--- config.mk ---
export PLATFORM = sky130hd
export DESIGN_NAME = dma_desc_unit
export DESIGN_NICKNAME = d
export VERILOG_FILES = /design/src/rtl/dma_pkg.sv /design/src/rtl/dma_ctrl_regs.sv /design/src/rtl/dma_desc_fetch.sv /design/src/rtl/dma_chan.sv /design/src/rtl/dma_desc_unit.sv
export SDC_FILE = /design/constraint.sdc
export NUM_CORES = 2
export LEC_CHECK = 0
export CORE_AREA = 2 2 289 205
export CTS_BUF_LIST = sky130_fd_sc_hd__clkbuf_16
export DETAILED_ROUTE_END_ITERATION = 6
export DIE_AREA = 0 0 291 207
export GPL_TIMING_DRIVEN = 0
export PLACE_DENSITY = 0.79
export SETUP_SLACK_MARGIN = 0.3
export SLEW_MARGIN = 20
export SYNTH_ARGS = -nofsm -noshare
export SYNTH_HDL_FRONTEND = slang
export SYNTH_SLANG_ARGS = --single-unit
--- constraint.sdc ---
create_clock -name clk_i -period 12.6 [get_ports clk_i]
set_input_delay 1.26 -clock clk_i [delete_from_list [all_inputs] [get_ports clk_i]]
set_output_delay 1.26 -clock clk_i [all_outputs]
set_load 0.02 [all_outputs]
--- src/rtl/dma_pkg.sv ---
package dma_pkg;
  localparam int AW         = 16;
  localparam int LW         = 13;
  localparam int DESC_BYTES = 8;

  localparam logic [2:0] REG_B0L = 3'd0;
  localparam logic [2:0] REG_B0H = 3'd1;
  localparam logic [2:0] REG_B1L = 3'd2;
  localparam logic [2:0] REG_B1H = 3'd3;
  localparam logic [2:0] REG_ARM = 3'd4;
  localparam logic [2:0] REG_IRQ = 3'd5;

  typedef enum logic [1:0] {
    AM_HOLD = 2'd0,
    AM_INC1 = 2'd1,
    AM_INC2 = 2'd2,
    AM_DEC1 = 2'd3
  } amode_e;

  typedef struct packed {
    logic [AW-1:0] src;
    logic [AW-1:0] dst;
    logic          vlen;
    logic          m8;
    logic [LW-1:0] len;
    amode_e        smode;
    amode_e        dmode;
    logic          imask;
  } desc_t;

  function automatic logic [AW-1:0] next_addr(input logic [AW-1:0] a, input amode_e m);
    case (m)
      AM_INC1: next_addr = a + AW'(1);
      AM_INC2: next_addr = a + AW'(2);
      AM_DEC1: next_addr = a - AW'(1);
      default: next_addr = a;
    endcase
  endfunction
endpackage

--- src/rtl/dma_ctrl_regs.sv ---
module dma_ctrl_regs
  import dma_pkg::*;
#(
  parameter int N_CH = 5
) (
  input  logic            clk_i,
  input  logic            rst_ni,
  input  logic            we_i,
  input  logic [2:0]      addr_i,
  input  logic [7:0]      wdata_i,
  input  logic [N_CH-1:0] done_i,
  input  logic            irq_set_i,
  output logic [N_CH-1:0] arm_o,
  output logic [N_CH-1:0] rise_o,
  output logic [N_CH-1:0] abort_o,
  output logic [AW-1:0]   base0_o,
  output logic [AW-1:0]   base1_o,
  output logic            irq_flag_o,
  output logic [7:0]      rdata_o
);
  logic [N_CH-1:0] arm_q;
  logic [AW-1:0]   base0_q, base1_q;
  logic            irq_q;
  logic            arm_wr;

  assign arm_wr  = we_i && (addr_i == REG_ARM);
  assign abort_o = (arm_wr && wdata_i[7])  ? wdata_i[N_CH-1:0] : '0;
  assign rise_o  = (arm_wr && !wdata_i[7]) ? (wdata_i[N_CH-1:0] & ~arm_q) : '0;

  always_ff @(posedge clk_i or negedge rst_ni) begin
    if (!rst_ni) begin
      arm_q   <= '0;
      base0_q <= '0;
      base1_q <= '0;
      irq_q   <= 1'b0;
    end else begin
      // abort and completion both beat a set in the same cycle
      arm_q <= (arm_q | rise_o) & ~abort_o & ~done_i;
      if (we_i) begin
        case (addr_i)
          REG_B0L: base0_q[7:0]  <= wdata_i;
          REG_B0H: base0_q[15:8] <= wdata_i;
          REG_B1L: base1_q[7:0]  <= wdata_i;
          REG_B1H: base1_q[15:8] <= wdata_i;
          default: ;
        endcase
      end
      if (irq_set_i)                                  irq_q <= 1'b1;
      else if (we_i && addr_i == REG_IRQ && wdata_i[0]) irq_q <= 1'b0;
    end
  end

  always_comb begin
    case (addr_i)
      REG_B0L: rdata_o = base0_q[7:0];
      REG_B0H: rdata_o = base0_q[15:8];
      REG_B1L: rdata_o = base1_q[7:0];
      REG_B1H: rdata_o = base1_q[15:8];
      REG_ARM: rdata_o = 8'(arm_q);
      REG_IRQ: rdata_o = {7'd0, irq_q};
      default: rdata_o = 8'd0;
    endcase
  end

  assign arm_o      = arm_q;
  assign base0_o    = base0_q;
  assign base1_o    = base1_q;
  assign irq_flag_o = irq_q;
endmodule

--- src/rtl/dma_desc_fetch.sv ---
module dma_desc_fetch
  import dma_pkg::*;
#(
  parameter int N_CH = 5,
  parameter int CW   = (N_CH > 1) ? $clog2(N_CH) : 1
) (
  input  logic            clk_i,
  input  logic            rst_ni,
  input  logic [N_CH-1:0] rise_i,
  input  logic [N_CH-1:0] abort_i,
  input  logic [AW-1:0]   base0_i,
  input  logic [AW-1:0]   base1_i,
  input  logic [7:0]      mem_rdata_i,
  output logic            mem_req_o,
  output logic [AW-1:0]   mem_addr_o,
  output logic            load_o,
  output logic [CW-1:0]   load_ch_o,
  output desc_t           desc_o
);
  localparam int IW = $clog2(DESC_BYTES) + 1;

  logic [N_CH-1:0] pend_q, pend_eff;
  logic            busy_q, cap_v_q, any;
  logic [CW-1:0]   ch_q, pick;
  logic [IW-1:0]   idx_q;
  logic [IW-2:0]   cap_idx_q;
  logic [AW-1:0]   ch_base;
  desc_t           desc_q;

  assign pend_eff = pend_q & ~abort_i;

  // lowest pending channel wins
  always_comb begin
    pick = '0;
    any  = 1'b0;
    for (int k = N_CH - 1; k >= 0; k--) begin
      if (pend_eff[k]) begin
        pick = CW'(k);
        any  = 1'b1;
      end
    end
  end

  assign ch_base    = (ch_q == '0) ? base0_i
                                   : base1_i + ((AW'(ch_q) - AW'(1)) << $clog2(DESC_BYTES));
  assign mem_req_o  = busy_q && (idx_q < IW'(DESC_BYTES));
  assign mem_addr_o = ch_base + AW'(idx_q[IW-2:0]);
  assign load_o     = busy_q && cap_v_q && (cap_idx_q == (IW-1)'(DESC_BYTES - 1)) && !abort_i[ch_q];
  assign load_ch_o  = ch_q;
  assign desc_o     = desc_q;

  always_ff @(posedge clk_i or negedge rst_ni) begin
    if (!rst_ni) begin
      pend_q    <= '0;
      busy_q    <= 1'b0;
      cap_v_q   <= 1'b0;
      ch_q      <= '0;
      idx_q     <= '0;
      cap_idx_q <= '0;
      desc_q    <= '0;
    end else begin
      pend_q <= pend_eff | rise_i;
      if (busy_q) begin
        if (abort_i[ch_q]) begin
          busy_q  <= 1'b0;
          cap_v_q <= 1'b0;
        end else begin
          if (idx_q < IW'(DESC_BYTES)) idx_q <= idx_q + IW'(1);
          cap_v_q   <= mem_req_o;
          cap_idx_q <= idx_q[IW-2:0];
          if (cap_v_q) begin
            case (cap_idx_q)
              3'd0: desc_q.src[15:8] <= mem_rdata_i;
              3'd1: desc_q.src[7:0]  <= mem_rdata_i;
              3'd2: desc_q.dst[15:8] <= mem_rdata_i;
              3'd3: desc_q.dst[7:0]  <= mem_rdata_i;
              3'd4: begin
                desc_q.vlen          <= mem_rdata_i[7];
                desc_q.m8            <= mem_rdata_i[6];
                desc_q.len[LW-1:8]   <= mem_rdata_i[LW-9:0];
              end
              3'd5: desc_q.len[7:0]  <= mem_rdata_i;
              3'd6: begin
                desc_q.smode <= amode_e'(mem_rdata_i[1:0]);
                desc_q.dmode <= amode_e'(mem_rdata_i[3:2]);
                desc_q.imask <= mem_rdata_i[4];
              end
              default: ;
            endcase
            if (cap_idx_q == (IW-1)'(DESC_BYTES - 1)) begin
              busy_q  <= 1'b0;
              cap_v_q <= 1'b0;
            end
          end
        end
      end else if (any) begin
        busy_q  <= 1'b1;
        ch_q    <= pick;
        idx_q   <= '0;
        cap_v_q <= 1'b0;
        pend_q  <= (pend_eff | rise_i) & ~(N_CH'(1) << pick);
      end
    end
  end
endmodule

--- src/rtl/dma_chan.sv ---
module dma_chan
  import dma_pkg::*;
(
  input  logic          clk_i,
  input  logic          rst_ni,
  input  logic          load_i,
  input  desc_t         desc_i,
  input  logic          abort_i,
  input  logic          step_i,
  input  logic [7:0]    step_data_i,
  output logic          ready_o,
  output logic [AW-1:0] src_o,
  output logic [AW-1:0] dst_o,
  output logic          done_o,
  output logic          imask_o
);
  logic          rdy_q, first_q, vlen_q, m8_q, imask_q;
  amode_e        smode_q, dmode_q;
  logic [AW-1:0] src_q, dst_q;
  logic [LW-1:0] rem_q, rem_nx;
  logic [7:0]    len_byte;
  logic          step_ok, fin;

  assign step_ok  = step_i && rdy_q && !abort_i;
  assign len_byte = m8_q ? step_data_i : {1'b0, step_data_i[6:0]};

  always_comb begin
    if (first_q && vlen_q) begin
      rem_nx = LW'(len_byte);
      fin    = (len_byte == 8'd0);
    end else begin
      rem_nx = rem_q - LW'(1);
      fin    = (rem_q <= LW'(1));
    end
  end

  assign done_o  = step_ok && fin;
  assign ready_o = rdy_q;
  assign src_o   = src_q;
  assign dst_o   = dst_q;
  assign imask_o = imask_q;

  always_ff @(posedge clk_i or negedge rst_ni) begin
    if (!rst_ni) begin
      rdy_q   <= 1'b0;
      first_q <= 1'b0;
      vlen_q  <= 1'b0;
      m8_q    <= 1'b0;
      imask_q <= 1'b0;
      smode_q <= AM_HOLD;
      dmode_q <= AM_HOLD;
      src_q   <= '0;
      dst_q   <= '0;
      rem_q   <= '0;
    end else if (abort_i) begin
      rdy_q <= 1'b0;
    end else if (load_i) begin
      rdy_q   <= 1'b1;
      first_q <= 1'b1;
      vlen_q  <= desc_i.vlen;
      m8_q    <= desc_i.m8;
      imask_q <= desc_i.imask;
      smode_q <= desc_i.smode;
      dmode_q <= desc_i.dmode;
      src_q   <= desc_i.src;
      dst_q   <= desc_i.dst;
      rem_q   <= desc_i.len;
    end else if (step_ok) begin
      src_q   <= next_addr(src_q, smode_q);
      dst_q   <= next_addr(dst_q, dmode_q);
      rem_q   <= rem_nx;
      first_q <= 1'b0;
      if (fin) rdy_q <= 1'b0;
    end
  end
endmodule

--- src/rtl/dma_desc_unit.sv ---
module dma_desc_unit
  import dma_pkg::*;
#(
  parameter int N_CH = 5
) (
  input  logic        clk_i,
  input  logic        rst_ni,
  input  logic        reg_we_i,
  input  logic [2:0]  reg_addr_i,
  input  logic [7:0]  reg_wdata_i,
  output logic [7:0]  reg_rdata_o,
  output logic        mem_req_o,
  output logic [15:0] mem_addr_o,
  input  logic [7:0]  mem_rdata_i,
  input  logic [2:0]  sel_ch_i,
  input  logic        step_i,
  input  logic [7:0]  step_data_i,
  output logic        ready_o,
  output logic [15:0] src_addr_o,
  output logic [15:0] dst_addr_o,
  input  logic        irq_en_i,
  output logic        irq_o
);
  localparam int CW = (N_CH > 1) ? $clog2(N_CH) : 1;

  logic [N_CH-1:0] arm, rise, abort_m, ch_rdy, ch_done, ch_imask;
  logic [AW-1:0]   base0, base1;
  logic [AW-1:0]   ch_src [N_CH];
  logic [AW-1:0]   ch_dst [N_CH];
  logic            irq_flag, load;
  logic [CW-1:0]   load_ch;
  desc_t           desc;

  dma_ctrl_regs #(.N_CH(N_CH)) u_regs (
    .clk_i      (clk_i),
    .rst_ni     (rst_ni),
    .we_i       (reg_we_i),
    .addr_i     (reg_addr_i),
    .wdata_i    (reg_wdata_i),
    .done_i     (ch_done),
    .irq_set_i  (|(ch_done & ch_imask)),
    .arm_o      (arm),
    .rise_o     (rise),
    .abort_o    (abort_m),
    .base0_o    (base0),
    .base1_o    (base1),
    .irq_flag_o (irq_flag),
    .rdata_o    (reg_rdata_o)
  );

  dma_desc_fetch #(.N_CH(N_CH), .CW(CW)) u_fetch (
    .clk_i       (clk_i),
    .rst_ni      (rst_ni),
    .rise_i      (rise),
    .abort_i     (abort_m),
    .base0_i     (base0),
    .base1_i     (base1),
    .mem_rdata_i (mem_rdata_i),
    .mem_req_o   (mem_req_o),
    .mem_addr_o  (mem_addr_o),
    .load_o      (load),
    .load_ch_o   (load_ch),
    .desc_o      (desc)
  );

  for (genvar k = 0; k < N_CH; k++) begin : g_ch
    dma_chan u_ch (
      .clk_i       (clk_i),
      .rst_ni      (rst_ni),
      .load_i      (load && (load_ch == CW'(k))),
      .desc_i      (desc),
      .abort_i     (abort_m[k]),
      .step_i      (step_i && (sel_ch_i == 3'(k))),
      .step_data_i (step_data_i),
      .ready_o     (ch_rdy[k]),
      .src_o       (ch_src[k]),
      .dst_o       (ch_dst[k]),
      .done_o      (ch_done[k]),
      .imask_o     (ch_imask[k])
    );
  end

  always_comb begin
    ready_o    = 1'b0;
    src_addr_o = '0;
    dst_addr_o = '0;
    for (int k = 0; k < N_CH; k++) begin
      if (sel_ch_i == 3'(k)) begin
        ready_o    = ch_rdy[k];
        src_addr_o = ch_src[k];
        dst_addr_o = ch_dst[k];
      end
    end
  end

  assign irq_o = irq_flag & irq_en_i;
endmodule

==> metrics.md <==
| Metric | Value |
|---|---|
| Crit Path Class | reg -> out |
| Number of synthesized flops with an enable pin | 0 |
| Mapped Area | 31300 sq um |
| Clock Skews | 0.0238 ns |
| Syn. warnings | 0 |
| Die height | 207 microns |
| Die area | 60200 sq um |
| Clock Latency Late Sink | 0.61 ns |
| PostCTS Resize Cnt | 0 |
| Sequential area share after synthesis | 30.1% |
| Compound-gate portion of the synthesized area | 23.8% |
| Overall routing resource usage | 39.1% |
| Row count | 74 |
| Grt met2 use | 50.9% |
| Longest Clk Path Bufs | 3 |
| Met3 GRT Util | 14.8% |
| Async set-reset flop share out of synthesis | 100% |
| DRC viols | 0 |
| GRT Max-Usage Layer | met1 |
| Congestion Overflow GR | 0 |
| Detailed-route via count | 32134 |
| Post-synth top flop | dfrtp_1 |
| First-pass GRT wire length | 181000 microns |
| First drt pass iteration count | 6 |
| Status | finished clean |
| DR WL/cell | 25.7 microns |
| Synth top area share | 30.1% |
| Post-synthesis register bit count | 377 |
| Syn_area_per_cell | 8.31 sq um |
| Adder-Cell Fraction of Synth Area | 8.79% |
| PortBufs | 88 |
| Fmax | 148 MHz |
| GPL Wtd Cong | 1.05 |
| Max cap viols | 0 |
| Leading cell types by count after synthesis | 419 x nand2_1, 377 x dfrtp_1, 348 x o21ai_0, 285 x nor2_1, 264 x a21oi_1 |
| CTS root buf | clkbuf_16 |
| Relative slew slack | 16.3% |
| Switching pwr | 0.00238 W |
| Crit path required time | 11.34 ns |
| Post-synth cell types | 85 |
| Area grow syn2layout | 10.8% |
| Final WL | 121000 microns |
| Hold Path Class | reg -> reg |
| Final hold vios | 0 |
| Initial antenna violation count | 4 |
| # hold bufs at CTS | 0 |
| Synth Instances | 3771 |
| Vias per std cell | 6.83 |
| Slew at the pin closest to its max-slew limit | 1.25 ns |
| Met1 Track Usage GR | 57.6% |
| CP arrival | 5.48 ns |
| CP Launch Type | flip-flop |
| Cell Count, Final, Fillers Out | 4706 |
| Initial Utilization | 54.3% |
| Combinational power share | 38.7% |
| Pwr/cell area | 158 nW/um^2 |
| Clock power frac | 24.0% |
| Nets | 4156 |
| Clock slew at reported path FFs | 0.07 ns |
| Synth area leader | dfrtp_1 |
| Post-synthesis xor/xnor area fraction | 6.20% |
| Worst vdd ir | 0.146 mV |
| # setup viols final | 0 |
| Detailed placer's ending HPWL | 91100 microns |
| Vias in the first global route | 29007 |
| Core footprint | 57700 sq um |
| Multiplexer share of the synthesized area | 7.85% |
| Io pins | 94 |
| 1st-iter DRT viols | 5099 |
| Tcrit/Tclk final | 53.5% |
| Largest family of logic cells by synthesized area | compound AO/OA/AOI/OAI gates |
| Sw frac | 43.3% |
| Fin crit period | 6.74 ns |
| CTS Buf Count | 43 |
| Lkg Pwr | 15.0 nW |
| Critical Path End Type | output port |
| Placed Cells | 4623 |
| Filler cells | 5001 |
| Area contributors post-synth | dfrtp_1 30%, ha_1 8.0%, o21ai_0 5.6%, nand2_1 5.0%, mux2_2 4.3% |
| Largest net degree at the start of global routing | 94 |
| Setup Fix Bufs, Post-CTS | 0 |
| Post-synthesis net count | 4019 |
| Setup TNS | 0 ns |
| Most frequent cell after synthesis | nand2_1 |
| Clock Sink Count | 377 |
| DRT antenna net count | 0 |
| H-tree depth | 2 |
| Critical path fanouts, max | 10 |
| Reg power frac | 37.3% |
| Final slew viol count | 0 |
| CTS tree | yes |
| Chip width | 291 microns |
| Simple-Gate Fraction of Synth Area | 19.5% |
| Internal power | 0.00312 W |
| Share of cells above drive strength 1 | 7.13% |
| Unrepaired setup endpoints after global routing | no |
-- registers in the layout (all words and copies together), names as in the netlist, 10 cells and up --
signal,count
g_ch.u_ch.smode_q,10
u_fetch.desc_o,52
g_ch.u_ch.dmode_q,10
u_regs.base1_o,16
g_ch.u_ch.rem_q,65
g_ch.u_ch.src_o,80
g_ch.u_ch.dst_o,80
u_regs.base0_o,16
-- layer usage --
layer,wire length [microns],share of wire [%]
met3,20200,17
met1,49500,41
met4,5180,4.3
met5,134,0.11
met2,45900,38
-- cells by family (layout without fill, tap and decap cells) --
kind of cell / count (synthesis) / count (layout)
AND/OR/NAND/NOR: 1286 / 1286
AO/OA/AOI/OAI: 1184 / 1184
flip-flops: 377 / 377
buffers and inverters: 297 / 469
XOR/XNOR: 222 / 222
adder cells (fa/ha/maj): 213 / 213
multiplexers: 192 / 192
other: 0 / 3
-- final cells by class --
type                       instances  area [sq um]  area share [%]
antenna                            3          7.51          0.0216
timing repair buffer              92           996            2.87
clock inverter                    37           344           0.991
multi-input combinational       3097         20800            59.8
buffer                           190           747            2.15
tap                              760           951            2.74
clock buffer                      43          1080            3.10
inverter                         107           402            1.16
sequential                       377          9430            27.2
-- path summary, 6_finish.rpt --
| path | startpoint | endpoint | slack (ns) | cells past startpoint |
|---|---|---|---|---|
| min in group asynchronous | rst_ni | g_ch[2].u_ch.rem_q[11] | 0.63 | 1 |
| min | g_ch[3].u_ch.rem_q[12] | g_ch[3].u_ch.rem_q[12] | 0.51 | 2 |
| max | u_fetch.load_ch_o[0] | mem_addr_o[14] | 5.86 | 16 |
| max reg2reg | u_fetch.load_ch_o[0] | g_ch[0].u_ch.dst_o[0] | 7.70 | 10 |
| max in group asynchronous | rst_ni | g_ch[4].u_ch.dst_o[3] | 10.36 | 4 |
| min reg2reg | g_ch[3].u_ch.rem_q[12] | g_ch[3].u_ch.rem_q[12] | 0.51 | 2 |
-- cells in the final DEF (no fill, tap or decap), types with 14 or more instances in the layout --
cell	Yosys	routed
o211ai_1	70	70
o311ai_0	22	22
mux2i_1	40	40
o31ai_1	30	30
buf_2	21	21
inv_1	104	109
nor2b_1	49	49
o21ai_0	348	348
a211oi_1	92	92
nand4_1	32	32
mux4_2	31	31
and2_1	19	19
a22o_1	34	34
nand2_1	419	419
a21oi_1	264	263
clkbuf_16	0	43
a22oi_1	23	23
nor2_1	285	285
and3_1	63	63
o21a_1	28	28
nor4_1	28	28
a21boi_0	14	14
ha_1	201	201
xor2_1	92	92
o22ai_1	28	28
a21o_1	48	48
clkdlybuf4s50_1	0	87
nor3_1	105	103
xnor2_1	130	130
a31oi_1	59	59
nand2b_1	27	27
dfrtp_1	377	377
clkbuf_1	157	157
mux2_2	121	121
nand3_1	138	138
or3_1	42	42
-- power by group through the flow --
stage               combinational [W]  clock, W  sequential [W]
CTS                           0.00208   0.00131         0.00198
global placement              0.00202         0         0.00200
finish                        0.00213   0.00132         0.00205
detailed placement            0.00207         0         0.00200
global route                  0.00232   0.00136         0.00203
floorplan                     0.00149         0         0.00171
-- per-stage QoR --
step	utilization, %	hold WS (ns)	setup WS [ns]	area, sq um	power (W)
floorplan	-	0.461	7.49	31300	0.00320
global placement	57.5	0.483	-6.87	33200	0.00402
detailed placement	57.7	0.489	6.34	33300	0.00407
CTS	60.2	0.503	5.94	34700	0.00538
global route	60.2	0.524	5.50	34700	0.00571
finish	60.2	0.507	5.86	34700	0.00549
-- critical path: stages, from the launching register on --
cell and delay, ns:
dfrtp_1 0.47, inv_1 0.17, ha_1 0.28, nand2b_1 0.08, buf_2 0.24, buf_1 0.61
nand2_1 0.12, nand2_1 0.11, ha_1 0.20, fa_1 0.22, a21oi_1 0.13, nor4_2 0.46
nand2_1 0.10, or2_2 0.36, or4_1 0.56, xnor2_1 0.15, clkdlybuf4s50_1 0.61
Note: power is estimated with default switching activity, not from simulation.
